**config.mk**
```make
export PLATFORM = sky130hd
export DESIGN_NAME = serial_ctrl_port
export DESIGN_NICKNAME = d
export VERILOG_FILES = /design/src/rtl/serial_port_pkg.sv /design/src/rtl/pin_sync.sv /design/src/rtl/frame_fsm.sv /design/src/rtl/shift_path.sv /design/src/rtl/serial_ctrl_port.sv
export SDC_FILE = /design/constraint.sdc
export NUM_CORES = 1
export LEC_CHECK = 0
export BUFFER_PORTS_ARGS = -buffer_cell sky130_fd_sc_hd__buf_2
export CAP_MARGIN = 20
export CORE_MARGIN = 10
export CORE_UTILIZATION = 48
export CTS_BUF_LIST = sky130_fd_sc_hd__clkbuf_16
export DETAILED_ROUTE_END_ITERATION = 8
export PLACE_DENSITY = 0.86
export SYNTH_ARGS = -nofsm -noshare
export SYNTH_HDL_FRONTEND = slang
export SYNTH_SLANG_ARGS = --single-unit
```
**constraint.sdc**
```tcl
create_clock -name clk -period 2.1 [get_ports clk]
set_clock_uncertainty 0.2 [all_clocks]
set_input_delay 0.315 -clock clk [delete_from_list [all_inputs] [get_ports clk]]
set_output_delay 0.315 -clock clk [all_outputs]
set_load 0.02 [all_outputs]
```
**src/rtl/serial_port_pkg.sv**
```systemverilog
package serial_port_pkg;

    typedef enum logic [1:0] {
        ST_IDLE   = 2'd0,
        ST_SHIFT  = 2'd1,
        ST_COMMIT = 2'd2,
        ST_DROP   = 2'd3
    } port_state_e;

endpackage

```
**src/rtl/pin_sync.sv**
```systemverilog
module pin_sync #(
    parameter int   STAGES  = 2,
    parameter logic RST_VAL = 1'b0
) (
    input  logic clk,
    input  logic rst_n,
    input  logic d,
    output logic q
);
    logic [STAGES-1:0] chain_q;

    generate
        for (genvar i = 0; i < STAGES; i++) begin : g_stage
            always_ff @(posedge clk or negedge rst_n) begin
                if (!rst_n) begin
                    chain_q[i] <= RST_VAL;
                end else if (i == 0) begin
                    chain_q[i] <= d;
                end else begin
                    chain_q[i] <= chain_q[(i == 0) ? 0 : i-1];
                end
            end
        end
    endgenerate

    assign q = chain_q[STAGES-1];
endmodule

```
**src/rtl/frame_fsm.sv**
```systemverilog
module frame_fsm
    import serial_port_pkg::*;
(
    input  logic        clk,
    input  logic        rst_n,
    input  logic        cs_fall,
    input  logic        cs_rise,
    input  logic        aligned,
    output port_state_e state,
    output logic        load,
    output logic        active,
    output logic        commit,
    output logic        drive
);
    port_state_e state_q, state_d;

    always_comb begin
        state_d = state_q;
        unique case (state_q)
            ST_IDLE:   if (cs_fall) state_d = ST_SHIFT;
            ST_SHIFT:  if (cs_rise) state_d = aligned ? ST_COMMIT : ST_DROP;
            ST_COMMIT: state_d = ST_IDLE;
            ST_DROP:   state_d = ST_IDLE;
        endcase
    end

    always_ff @(posedge clk or negedge rst_n) begin
        if (!rst_n) state_q <= ST_IDLE;
        else        state_q <= state_d;
    end

    always_comb begin
        load   = (state_q == ST_IDLE) && cs_fall;
        active = (state_q == ST_SHIFT) && !cs_rise;
        commit = (state_q == ST_COMMIT);
        drive  = (state_q == ST_SHIFT);
    end

    assign state = state_q;


    frame_start_chk: assert property (@(posedge clk) disable iff (!rst_n)
        (state_q == ST_IDLE && cs_fall) |=> (state_q == ST_SHIFT));


    misaligned_drop_chk: assert property (@(posedge clk) disable iff (!rst_n)
        (state_q == ST_SHIFT && cs_rise && !aligned) |=> (state_q == ST_DROP));
endmodule

```
**src/rtl/shift_path.sv**
```systemverilog
module shift_path #(
    parameter int WORD_W = 16
) (
    input  logic              clk,
    input  logic              rst_n,
    input  logic              load,
    input  logic              active,
    input  logic              sck_fall,
    input  logic              sck_rise,
    input  logic              sdi,
    input  logic [WORD_W-1:0] status_word,
    output logic [WORD_W-1:0] rx_word,
    output logic              aligned,
    output logic              sdo
);
    localparam int CNT_W = (WORD_W > 1) ? $clog2(WORD_W) : 1;
    localparam logic [CNT_W-1:0] LAST = CNT_W'(WORD_W - 1);

    logic [WORD_W-1:0] shreg_q;
    logic [CNT_W-1:0]  cnt_q;
    logic              seen_q;
    logic              sdo_q;

    always_ff @(posedge clk or negedge rst_n) begin
        if (!rst_n) begin
            shreg_q <= '0;
            cnt_q   <= '0;
            seen_q  <= 1'b0;
            sdo_q   <= 1'b0;
        end else if (load) begin
            shreg_q <= status_word;
            cnt_q   <= '0;
            seen_q  <= 1'b0;
            sdo_q   <= status_word[0];
        end else if (active) begin
            if (sck_fall) begin
                shreg_q <= {sdi, shreg_q[WORD_W-1:1]};
                cnt_q   <= (cnt_q == LAST) ? '0 : cnt_q + 1'b1;
                seen_q  <= 1'b1;
            end
            if (sck_rise) begin
                sdo_q <= shreg_q[0];
            end
        end
    end

    assign rx_word = shreg_q;
    assign aligned = seen_q && (cnt_q == '0);
    assign sdo     = sdo_q;


    sdo_on_rise_chk: assert property (@(posedge clk) disable iff (!rst_n)
        (!load && !sck_rise) |=> $stable(sdo_q));


    shift_on_fall_chk: assert property (@(posedge clk) disable iff (!rst_n)
        (!load && !(active && sck_fall)) |=> $stable(shreg_q));
endmodule

```
**src/rtl/serial_ctrl_port.sv**
```systemverilog
module serial_ctrl_port
    import serial_port_pkg::*;
#(
    parameter int          WORD_W      = 16,
    parameter int          SYNC_STAGES = 2,
    parameter logic [15:0] KEEP_MASK   = 16'h207F,
    parameter logic [15:0] RESET_WORD  = 16'h2000
) (
    input  logic              clk,
    input  logic              rst_n,
    input  logic              cs_n_pin,
    input  logic              sck_pin,
    input  logic              sdi_pin,
    input  logic [WORD_W-1:0] status_word,
    output logic              sdo,
    output logic              sdo_en,
    output logic [WORD_W-1:0] ctrl_word
);
    localparam logic [WORD_W-1:0] KEEP  = WORD_W'(KEEP_MASK);
    localparam logic [WORD_W-1:0] RST_V = WORD_W'(RESET_WORD) & KEEP;

    logic cs_s, sck_s, sdi_s;
    logic cs_d, sck_d;
    logic cs_fall, cs_rise, sck_fall, sck_rise;
    logic load, active, commit, drive, aligned;
    logic [WORD_W-1:0] rx_word;
    logic [WORD_W-1:0] ctrl_q;
    port_state_e state;

    pin_sync #(.STAGES(SYNC_STAGES), .RST_VAL(1'b1)) u_cs_sync
        (.clk(clk), .rst_n(rst_n), .d(cs_n_pin), .q(cs_s));
    pin_sync #(.STAGES(SYNC_STAGES), .RST_VAL(1'b0)) u_sck_sync
        (.clk(clk), .rst_n(rst_n), .d(sck_pin), .q(sck_s));
    pin_sync #(.STAGES(SYNC_STAGES), .RST_VAL(1'b0)) u_sdi_sync
        (.clk(clk), .rst_n(rst_n), .d(sdi_pin), .q(sdi_s));

    always_ff @(posedge clk or negedge rst_n) begin
        if (!rst_n) begin
            cs_d  <= 1'b1;
            sck_d <= 1'b0;
        end else begin
            cs_d  <= cs_s;
            sck_d <= sck_s;
        end
    end

    assign cs_fall  = cs_d & ~cs_s;
    assign cs_rise  = ~cs_d & cs_s;
    assign sck_fall = sck_d & ~sck_s;
    assign sck_rise = ~sck_d & sck_s;

    frame_fsm u_fsm (
        .clk(clk), .rst_n(rst_n), .cs_fall(cs_fall), .cs_rise(cs_rise),
        .aligned(aligned), .state(state), .load(load), .active(active),
        .commit(commit), .drive(drive)
    );

    shift_path #(.WORD_W(WORD_W)) u_shift (
        .clk(clk), .rst_n(rst_n), .load(load), .active(active),
        .sck_fall(sck_fall), .sck_rise(sck_rise), .sdi(sdi_s),
        .status_word(status_word), .rx_word(rx_word), .aligned(aligned),
        .sdo(sdo)
    );

    always_ff @(posedge clk or negedge rst_n) begin
        if (!rst_n)      ctrl_q <= RST_V;
        else if (commit) ctrl_q <= rx_word & KEEP;
    end

    assign ctrl_word = ctrl_q;
    assign sdo_en    = drive;


    released_when_deselected_chk: assert property (@(posedge clk) disable iff (!rst_n)
        (cs_s && $past(cs_s)) |-> !sdo_en);


    enable_after_start_chk: assert property (@(posedge clk) disable iff (!rst_n)
        $rose(sdo_en) |-> $past(cs_fall));


    ctrl_hold_chk: assert property (@(posedge clk) disable iff (!rst_n)
        (state != ST_COMMIT) |=> $stable(ctrl_q));


    unused_zero_chk: assert property (@(posedge clk) disable iff (!rst_n)
        (ctrl_q & ~KEEP) == '0);
endmodule

```
==> flow_metrics.env, run 1 <==
export IMPL_netlist_area_mm2=0.00178
export IMPL_grt_first_pass_wirelength_mm=6.39
export IMPL_core_area_mm2=0.00361
export IMPL_grt_usage_pct=12.6
export IMPL_chipHeight_um=80.8
export IMPL_power_per_cell_area_mw_per_mm2=1430
export IMPL_globalplace_congestion=0.874
export IMPL_ctsLongestPathBuffers=2
export IMPL_worstHoldStart="status_word[14]"
export IMPL_vdd_drop_max_mv=0.542
export IMPL_holdPathStages=3
export IMPL_p_seq_share_pct=39.5
export IMPL_final_hold_viol_count=0
export IMPL_clk_pin_slew_worst_paths_ns=0.05
export IMPL_worst_pin_slew_ns=0.716
export IMPL_arrival_ns=1.88
export IMPL_initial_utilization_pct=49.2
export IMPL_gr_total_overflow=0
export IMPL_r2r_slack_ns=0.19
export IMPL_crit_chain="or4b_1, mux2_1, mux2_2"
export IMPL_path_class="register to register"
export IMPL_swShare_pct=29.2
export IMPL_ys_ff_latch=40
export IMPL_area_growth_pct=25.9
export IMPL_rsz0062_at_grt="no"
export IMPL_drc=0
export IMPL_pwr_share_comb_pct=26.4
export IMPL_required_ns=2.07
export IMPL_drt_iter0_drc=88
export IMPL_insertion_delay_ns=0.28
export IMPL_p_leak_uw=0.00105
export IMPL_num_fill_cells=292
export IMPL_io_pins=39
export IMPL_power_net_switching_uw=935
export IMPL_cts_buffers=5
export IMPL_slew_limit_headroom_pct=52.3
export IMPL_postCtsSetupRepairBufs=0
export IMPL_grt_max_degree=41
export IMPL_ys_types=35
export IMPL_status="finished, final reports clean"
export IMPL_drtAntennaViolNets=0
export IMPL_numPortBuffers=30
export IMPL_period_share_pct=91.0
export IMPL_synth_warnings=0
export IMPL_firstDrtPassIters=4
export IMPL_tns_ns=0
export IMPL_worstReg2RegEnd="u_shift.sdo"
export IMPL_hold_ws_ns=0.0490
export IMPL_setup_worst_path_start_class="register"
export IMPL_vias=1344
export IMPL_nets=218
export IMPL_stdcell_area_mm2=0.00224
export IMPL_die_x_um=80.8
export IMPL_placed_area_mm2=0.00198
export IMPL_cts_sinks=40
export IMPL_wl_per_cell_um=15.9
export IMPL_grt_pass1_vias=1348
export IMPL_fmax_mhz=523
export IMPL_drive_gt1_share_pct=31.1
export IMPL_crit_path_end_kind="register"
export IMPL_synth_top_cell_area_share_pct=50.7
export IMPL_worstRegToRegCells=3
export IMPL_final_max_slew_viol_count=0
export IMPL_period_minus_slack_ns=1.91
export IMPL_cp_slowest_cell="dfstp_2"
export IMPL_critical_path_max_stage_delay_ns=0.54
export IMPL_cts_root_buf="clkbuf_16"
export IMPL_routed_wl_mm=3.87
export IMPL_dieArea_mm2=0.00653
export IMPL_r2r_start="cs_d"
export IMPL_cap_violations=0
export IMPL_synthCells=156
export IMPL_power_internal_uw=2260
export IMPL_htreeDepth=2
export IMPL_min_to="u_shift.rx_word[14]"
export IMPL_dpl_cell_count=232
export IMPL_syn_area_per_cell_um2=11.4
export IMPL_clkPwrFrac_pct=34.0
export IMPL_setup_viol=0
export IMPL_diodes=0
export IMPL_synthTopCellsByArea="dfrtp_1 (51%), dfstp_2 (5.9%), mux2_2 (5.7%), a221o_1 (4.5%), nand3_1 (3.7%)"
export IMPL_final_cells=244
export IMPL_synth_top_cell_by_area="dfrtp_1"
export IMPL_yosysSeqAreaShare_pct=56.7
export IMPL_crit_path_max_fanout=5
export IMPL_rows=22
export IMPL_dp_hpwl_mm=2.63
export IMPL_hold_path_class="primary input to register"
export IMPL_antenna_found_initial=0
export IMPL_cts_tree="yes"
export IMPL_avgViaCountPerCell=5.51
-- worst max-delay path by stage --
stage | start | to | depth (start not counted)
floorplan | cs_d | u_shift.sdo | 4
global placement | cs_d | u_shift.sdo | 3
detailed placement | cs_d | u_shift.sdo | 3
CTS | cs_d | u_shift.sdo | 3
global route | u_fsm.state[1] | u_shift.sdo | 3
finish | cs_d | u_shift.sdo | 3
-- power groups by stage --
stage | sequential (µW) | combinational [µW] | clock, µW
2_1_floorplan | 1340 | 500 | 0
3_3_place_gp | 1260 | 813 | 0
3_5_place_dp | 1270 | 843 | 0
4_1_cts | 1260 | 857 | 1110
5_1_grt | 1310 | 949 | 1150
6_report | 1260 | 845 | 1090
-- routing by layer --
layer,vias to the layer above,track usage (%),wire (µm)
met5,-,0,0
met4,0,7.61,82
met3,10,5.41,302
met2,53,19.8,1910
met1,653,14.0,1570
li1,628,-,-
-- synthesized netlist by cell type --
cell type	number
buf_4	8
dfrtp_1	36
buf_2	3
a21oi_1	3
o2111ai_1	1
nand2_1	9
and4_1	1
nor4bb_1	1
nand2b_1	2
and2_1	2
a41oi_1	1
mux2_2	9
nor2_1	7
or4b_1	1
o31ai_1	2
a221o_1	8
and4b_1	1
a31oi_1	5
nand4_1	1
ha_1	2
conb_1	1
o21ai_0	5
dfstp_2	4
nor2b_1	2
o211ai_1	5
inv_1	5
nor4b_2	1
nand3_1	13
nand4bb_1	1
clkbuf_1	6
o21a_1	1
mux2_1	1
and3_1	6
nor4_1	1
nor3_1	1
-- registers in the layout (all words and copies together), names as in the netlist --
register and cells:
cs_d 1, ctrl_word 8, sck_d 1, u_cs_sync.chain_q 1, u_cs_sync.q 1, u_fsm.state 2, u_sck_sync.chain_q 1, u_sck_sync.q 1
u_sdi_sync.chain_q 1, u_sdi_sync.q 1, u_shift.cnt_q 4, u_shift.rx_word 16, u_shift.sdo 1, u_shift.seen_q 1
-- worst max-delay path: cells and delay by family (launching register included) --
| family | cells | cell delay, ns |
|---|---|---|
| muxes | 2 | 0.58 |
| and+or+nand+nor | 1 | 0.47 |
| DFF | 1 | 0.54 |
-- layout by cell type (no fill, tap or decap), types with 3 or more instances in the layout --
cell type and count:
a21oi_1 3, a221o_1 8, a31oi_1 5, and3_1 6, buf_2 30, buf_4 8, bufinv_16 3, clkbuf_16 5
conb_1 8, dfrtp_1 36, dfstp_2 4, dlygate4sd3_1 4, inv_1 5, mux2_2 9, nand2_1 9, nand3_1 13
nor2_1 7, o211ai_1 5, o21ai_0 5
-- stage by stage --
step           setup WS [ns]  util (%)  total power [µW]
4_1_cts                0.193      62.0              3230
6_report               0.190      62.0              3200
3_5_place_dp           0.196      54.9              2110
5_1_grt                0.136      62.0              3410
2_1_floorplan          0.131         -              1840
3_3_place_gp           0.214      54.9              2070
-- cells by family after synthesis --
logic type | count (synthesis) | share of synthesized area [%]
and+or+nand+nor | 50 | 15.9
AOI/OAI and AO/OA | 31 | 12.9
muxes | 10 | 6.34
other | 1 | 0.211
adders and majority gates | 2 | 1.41
DFF | 40 | 56.7
buffers and inverters | 22 | 6.55
-- final cells by class --
cell class                      count  area, µm²  share of cell area, %
Clock inverter                      3       90.1                   4.03
Tap cell                           48       60.1                   2.69
Sequential cell                    40       1010                   45.0
Clock buffer                        5        125                   5.60
Timing Repair Buffer               42        250                   11.2
Inverter                            5       18.8                  0.839
Multi-Input combinational cell    101        686                   30.7
-- what timing repair did --
action                                  4_1_cts  5_1_grt
resized for setup                             0        0
hold buffers                                  4        0
endpoints found under the setup margin        0        0
hold endpoints to repair                     39        0
Note: power is estimated with default switching activity, not from simulation.
==> run 2, diff against run 1 <==
--- a/config.mk
+++ b/config.mk
@@ -5,10 +5,10 @@
 export SDC_FILE = /design/constraint.sdc
 export NUM_CORES = 1
 export LEC_CHECK = 0
+export ABC_AREA = 1
 export BUFFER_PORTS_ARGS = -buffer_cell sky130_fd_sc_hd__buf_2
 export CAP_MARGIN = 20
-export CORE_MARGIN = 10
-export CORE_UTILIZATION = 48
+export CORE_UTILIZATION = 49
 export CTS_BUF_LIST = sky130_fd_sc_hd__clkbuf_16
 export DETAILED_ROUTE_END_ITERATION = 8
 export PLACE_DENSITY = 0.86
==> flow_metrics.env, run 2 <==
export IMPL_nets=294
export IMPL_power_net_switching_uw=1050
export IMPL_ys_flop_type="dfrtp_1"
export IMPL_die_x_um=64.9
export IMPL_synth_warnings=0
export IMPL_ctsLongestPathBuffers=2
export IMPL_power_per_cell_area_mw_per_mm2=1250
export IMPL_layout_commonest_cell="nand2_1"
export IMPL_antenna_found_initial=0
export IMPL_synthMuxAreaShare_pct=0
export IMPL_clkPwrFrac_pct=25.5
export IMPL_routed_wl_mm=3.82
export IMPL_synth_compound_area_share_pct=0.258
export IMPL_cts_sinks=40
export IMPL_cp_depth=2
export IMPL_synthTopCellsByArea="dfrtp_1 (47%), nand2_1 (19%), nand3_1 (14%), dfstp_2 (5.4%), buf_4 (3.9%)"
export IMPL_crit_path_end_kind="primary output"
export IMPL_rows=22
export IMPL_drc=0
export IMPL_grt_use_met1_pct=27.0
export IMPL_use_met2_pct=33.6
export IMPL_core_area_mm2=0.00372
export IMPL_num_fill_cells=333
export IMPL_io_pins=39
export IMPL_diodes=0
export IMPL_p_leak_uw=0.00127
export IMPL_synth_xor_area_share_pct=0
export IMPL_final_max_slew_viol_count=0
export IMPL_power_internal_uw=1780
export IMPL_utilization_pct=61.1
export IMPL_synth_top_cell_by_area="dfrtp_1"
export IMPL_cap_violations=0
export IMPL_synth_most_common_cell="nand2_1"
export IMPL_cts_root_buf="clkbuf_16"
export IMPL_startpoint="u_fsm.state[1]"
export IMPL_drt_iter0_drc=82
export IMPL_cts_buffers=5
export IMPL_cts_tree="yes"
export IMPL_drtAntennaViolNets=0
export IMPL_crit_chain="nor2_4, buf_2"
export IMPL_crit_path_max_fanout=13
export IMPL_postCtsSetupRepairBufs=0
export IMPL_drive_gt1_share_pct=19.9
export IMPL_avgViaCountPerCell=5.10
export IMPL_gr_total_overflow=0
export IMPL_firstDrtPassIters=5
export IMPL_dp_hpwl_mm=2.66
export IMPL_holdPathStages=0
export IMPL_syn_area_per_cell_um2=8.17
export IMPL_grt_pass1_vias=1522
export IMPL_period_minus_slack_ns=1.79
export IMPL_worst_path_buf_inv=1
export IMPL_synth_top_cell_area_share_pct=46.5
export IMPL_synth_top_family_by_area="simple AND/OR/NAND/NOR gates"
export IMPL_synth_common_cells="nand2_1 (100), nand3_1 (53), dfrtp_1 (36)"
export IMPL_swShare_pct=37.0
export IMPL_use_met3_pct=7.04
export IMPL_p_seq_share_pct=43.7
export IMPL_synthCells=237
export IMPL_hold_path_class="register to register"
export IMPL_status="finished, final reports clean"
export IMPL_vdd_drop_max_mv=0.553
export IMPL_period_share_pct=85.3
export IMPL_cp_slowest_cell="dfrtp_1"
export IMPL_yosys_area_share_simple_pct=38.4
export IMPL_netlist_area_mm2=0.00194
export IMPL_grt_first_pass_wirelength_mm=6.65
export IMPL_insertion_delay_ns=0.28
export IMPL_htreeDepth=2
export IMPL_setup_worst_path_start_class="register"
export IMPL_cp_top_family="flip-flops"
export IMPL_tns_ns=0
export IMPL_post_synth_fa_ha_maj_area_fraction_pct=1.29
export IMPL_ys_ff_latch=40
export IMPL_yosysSeqAreaShare_pct=51.9
export IMPL_rsz0062_at_grt="no"
export IMPL_final_cell_mix="nand2_1 (100), nand3_1 (53), dfrtp_1 (36)"
export IMPL_critical_path_max_stage_delay_ns=0.55
export IMPL_synthArstFlopShare_pct=100
export IMPL_grt_usage_pct=21.3
export IMPL_final_hold_viol_count=0
export IMPL_numPortBuffers=30
export IMPL_pwr_share_comb_pct=30.8
export IMPL_initial_utilization_pct=52.1
export IMPL_area_growth_pct=17.2
export IMPL_worstRegToRegCells=5
export IMPL_worstHoldStart="u_sck_sync.chain_q[0]"
export IMPL_r2r_start="u_fsm.state[1]"
export IMPL_synth_edf_count=0
export IMPL_largest_reg_flops=16
export IMPL_clk_pin_slew_worst_paths_ns=0.06
export IMPL_setup_viol=0
export IMPL_path_class="register to primary output"
export IMPL_grt_max_degree=41
export IMPL_fmax_mhz=558
export IMPL_globalplace_congestion=0.818
export IMPL_grt_busiest_layer="met2"
export IMPL_arrival_ns=1.28
export IMPL_vias=1633
export IMPL_dieArea_mm2=0.00421
export IMPL_required_ns=1.58
export IMPL_ys_types=21
export IMPL_wl_per_cell_um=11.9
export IMPL_chipHeight_um=64.9
-- run 2: final cells by class --
cell class	instances	area (µm²)	share of cell area (%)
repair buffers	39	228	10.0
clock inverters	3	18.8	0.826
inverters	8	30.0	1.32
multi-input cells	177	803	35.4
well taps	48	60.1	2.64
clock buffers	5	125	5.51
flip-flops and latches	40	1010	44.3
-- run 2: per-layer routing --
layer / share of wire, % / up-vias
met4: 1.6 / 0
met2: 48 / 48
met5: 0 / -
met1: 46 / 764
met3: 4.7 / 10
li1: - / 811
-- run 2: what timing repair did --
| item | CTS | global route |
|---|---|---|
| endpoints found under the hold margin | 39 | 0 |
| hold buffers | 4 | 0 |
| gates resized for setup | 0 | 0 |
-- run 2: power groups by stage --
stage | registers [µW] | logic, µW | clock network [µW]
after detailed placement | 1240 | 864 | 0
final | 1240 | 871 | 723
after global placement | 1220 | 834 | 0
after floorplan | 1250 | 620 | 0
after CTS | 1230 | 879 | 745
after global routing | 1260 | 1000 | 792
-- run 2: through the flow --
| stage | power, µW | hold WS [ns] | area [µm²] | setup WS, ns | instances |
|---|---|---|---|---|---|
| floorplan | 1870 | -0.181 | 1960 | 0.622 | 244 |
| global placement | 2060 | 0.134 | 2090 | 0.454 | 308 |
| detailed placement | 2100 | 0.137 | 2090 | 0.384 | 308 |
| CTS | 2850 | 0.146 | 2270 | 0.302 | 320 |
| global route | 3050 | 0.166 | 2270 | 0.232 | 320 |
| finish | 2830 | 0.148 | 2270 | 0.308 | 320 |
-- run 2: worst register-to-register path, stage by stage (launching register included) --
cell and delay [ns]:
dfrtp_1 0.55, nor2_4 0.25, nand3_4 0.26, nand2_4 0.26, nand2_1 0.08, nand2_1 0.06
-- run 2: final timing paths --
kind	endpoint	slack (ns)
max in group asynchronous	u_cs_sync.q	0.92
setup reg to reg	u_shift.rx_word[9]	0.37
hold reg to reg	u_sck_sync.q	0.15
hold / removal	u_sck_sync.q	0.15
min in group asynchronous	u_shift.rx_word[8]	0.41
setup / recovery	sdo_en	0.31
-- run 2: cells by family (layout without fill, tap and decap cells) --
| kind of cell | count (synthesis) | after routing |
|---|---|---|
| AO/OA/AOI/OAI | 1 | 1 |
| adder cells (fa/ha/maj) | 2 | 2 |
| buffers and inverters | 27 | 55 |
| flip-flops | 40 | 40 |
| other | 1 | 8 |
| AND/OR/NAND/NOR | 166 | 166 |
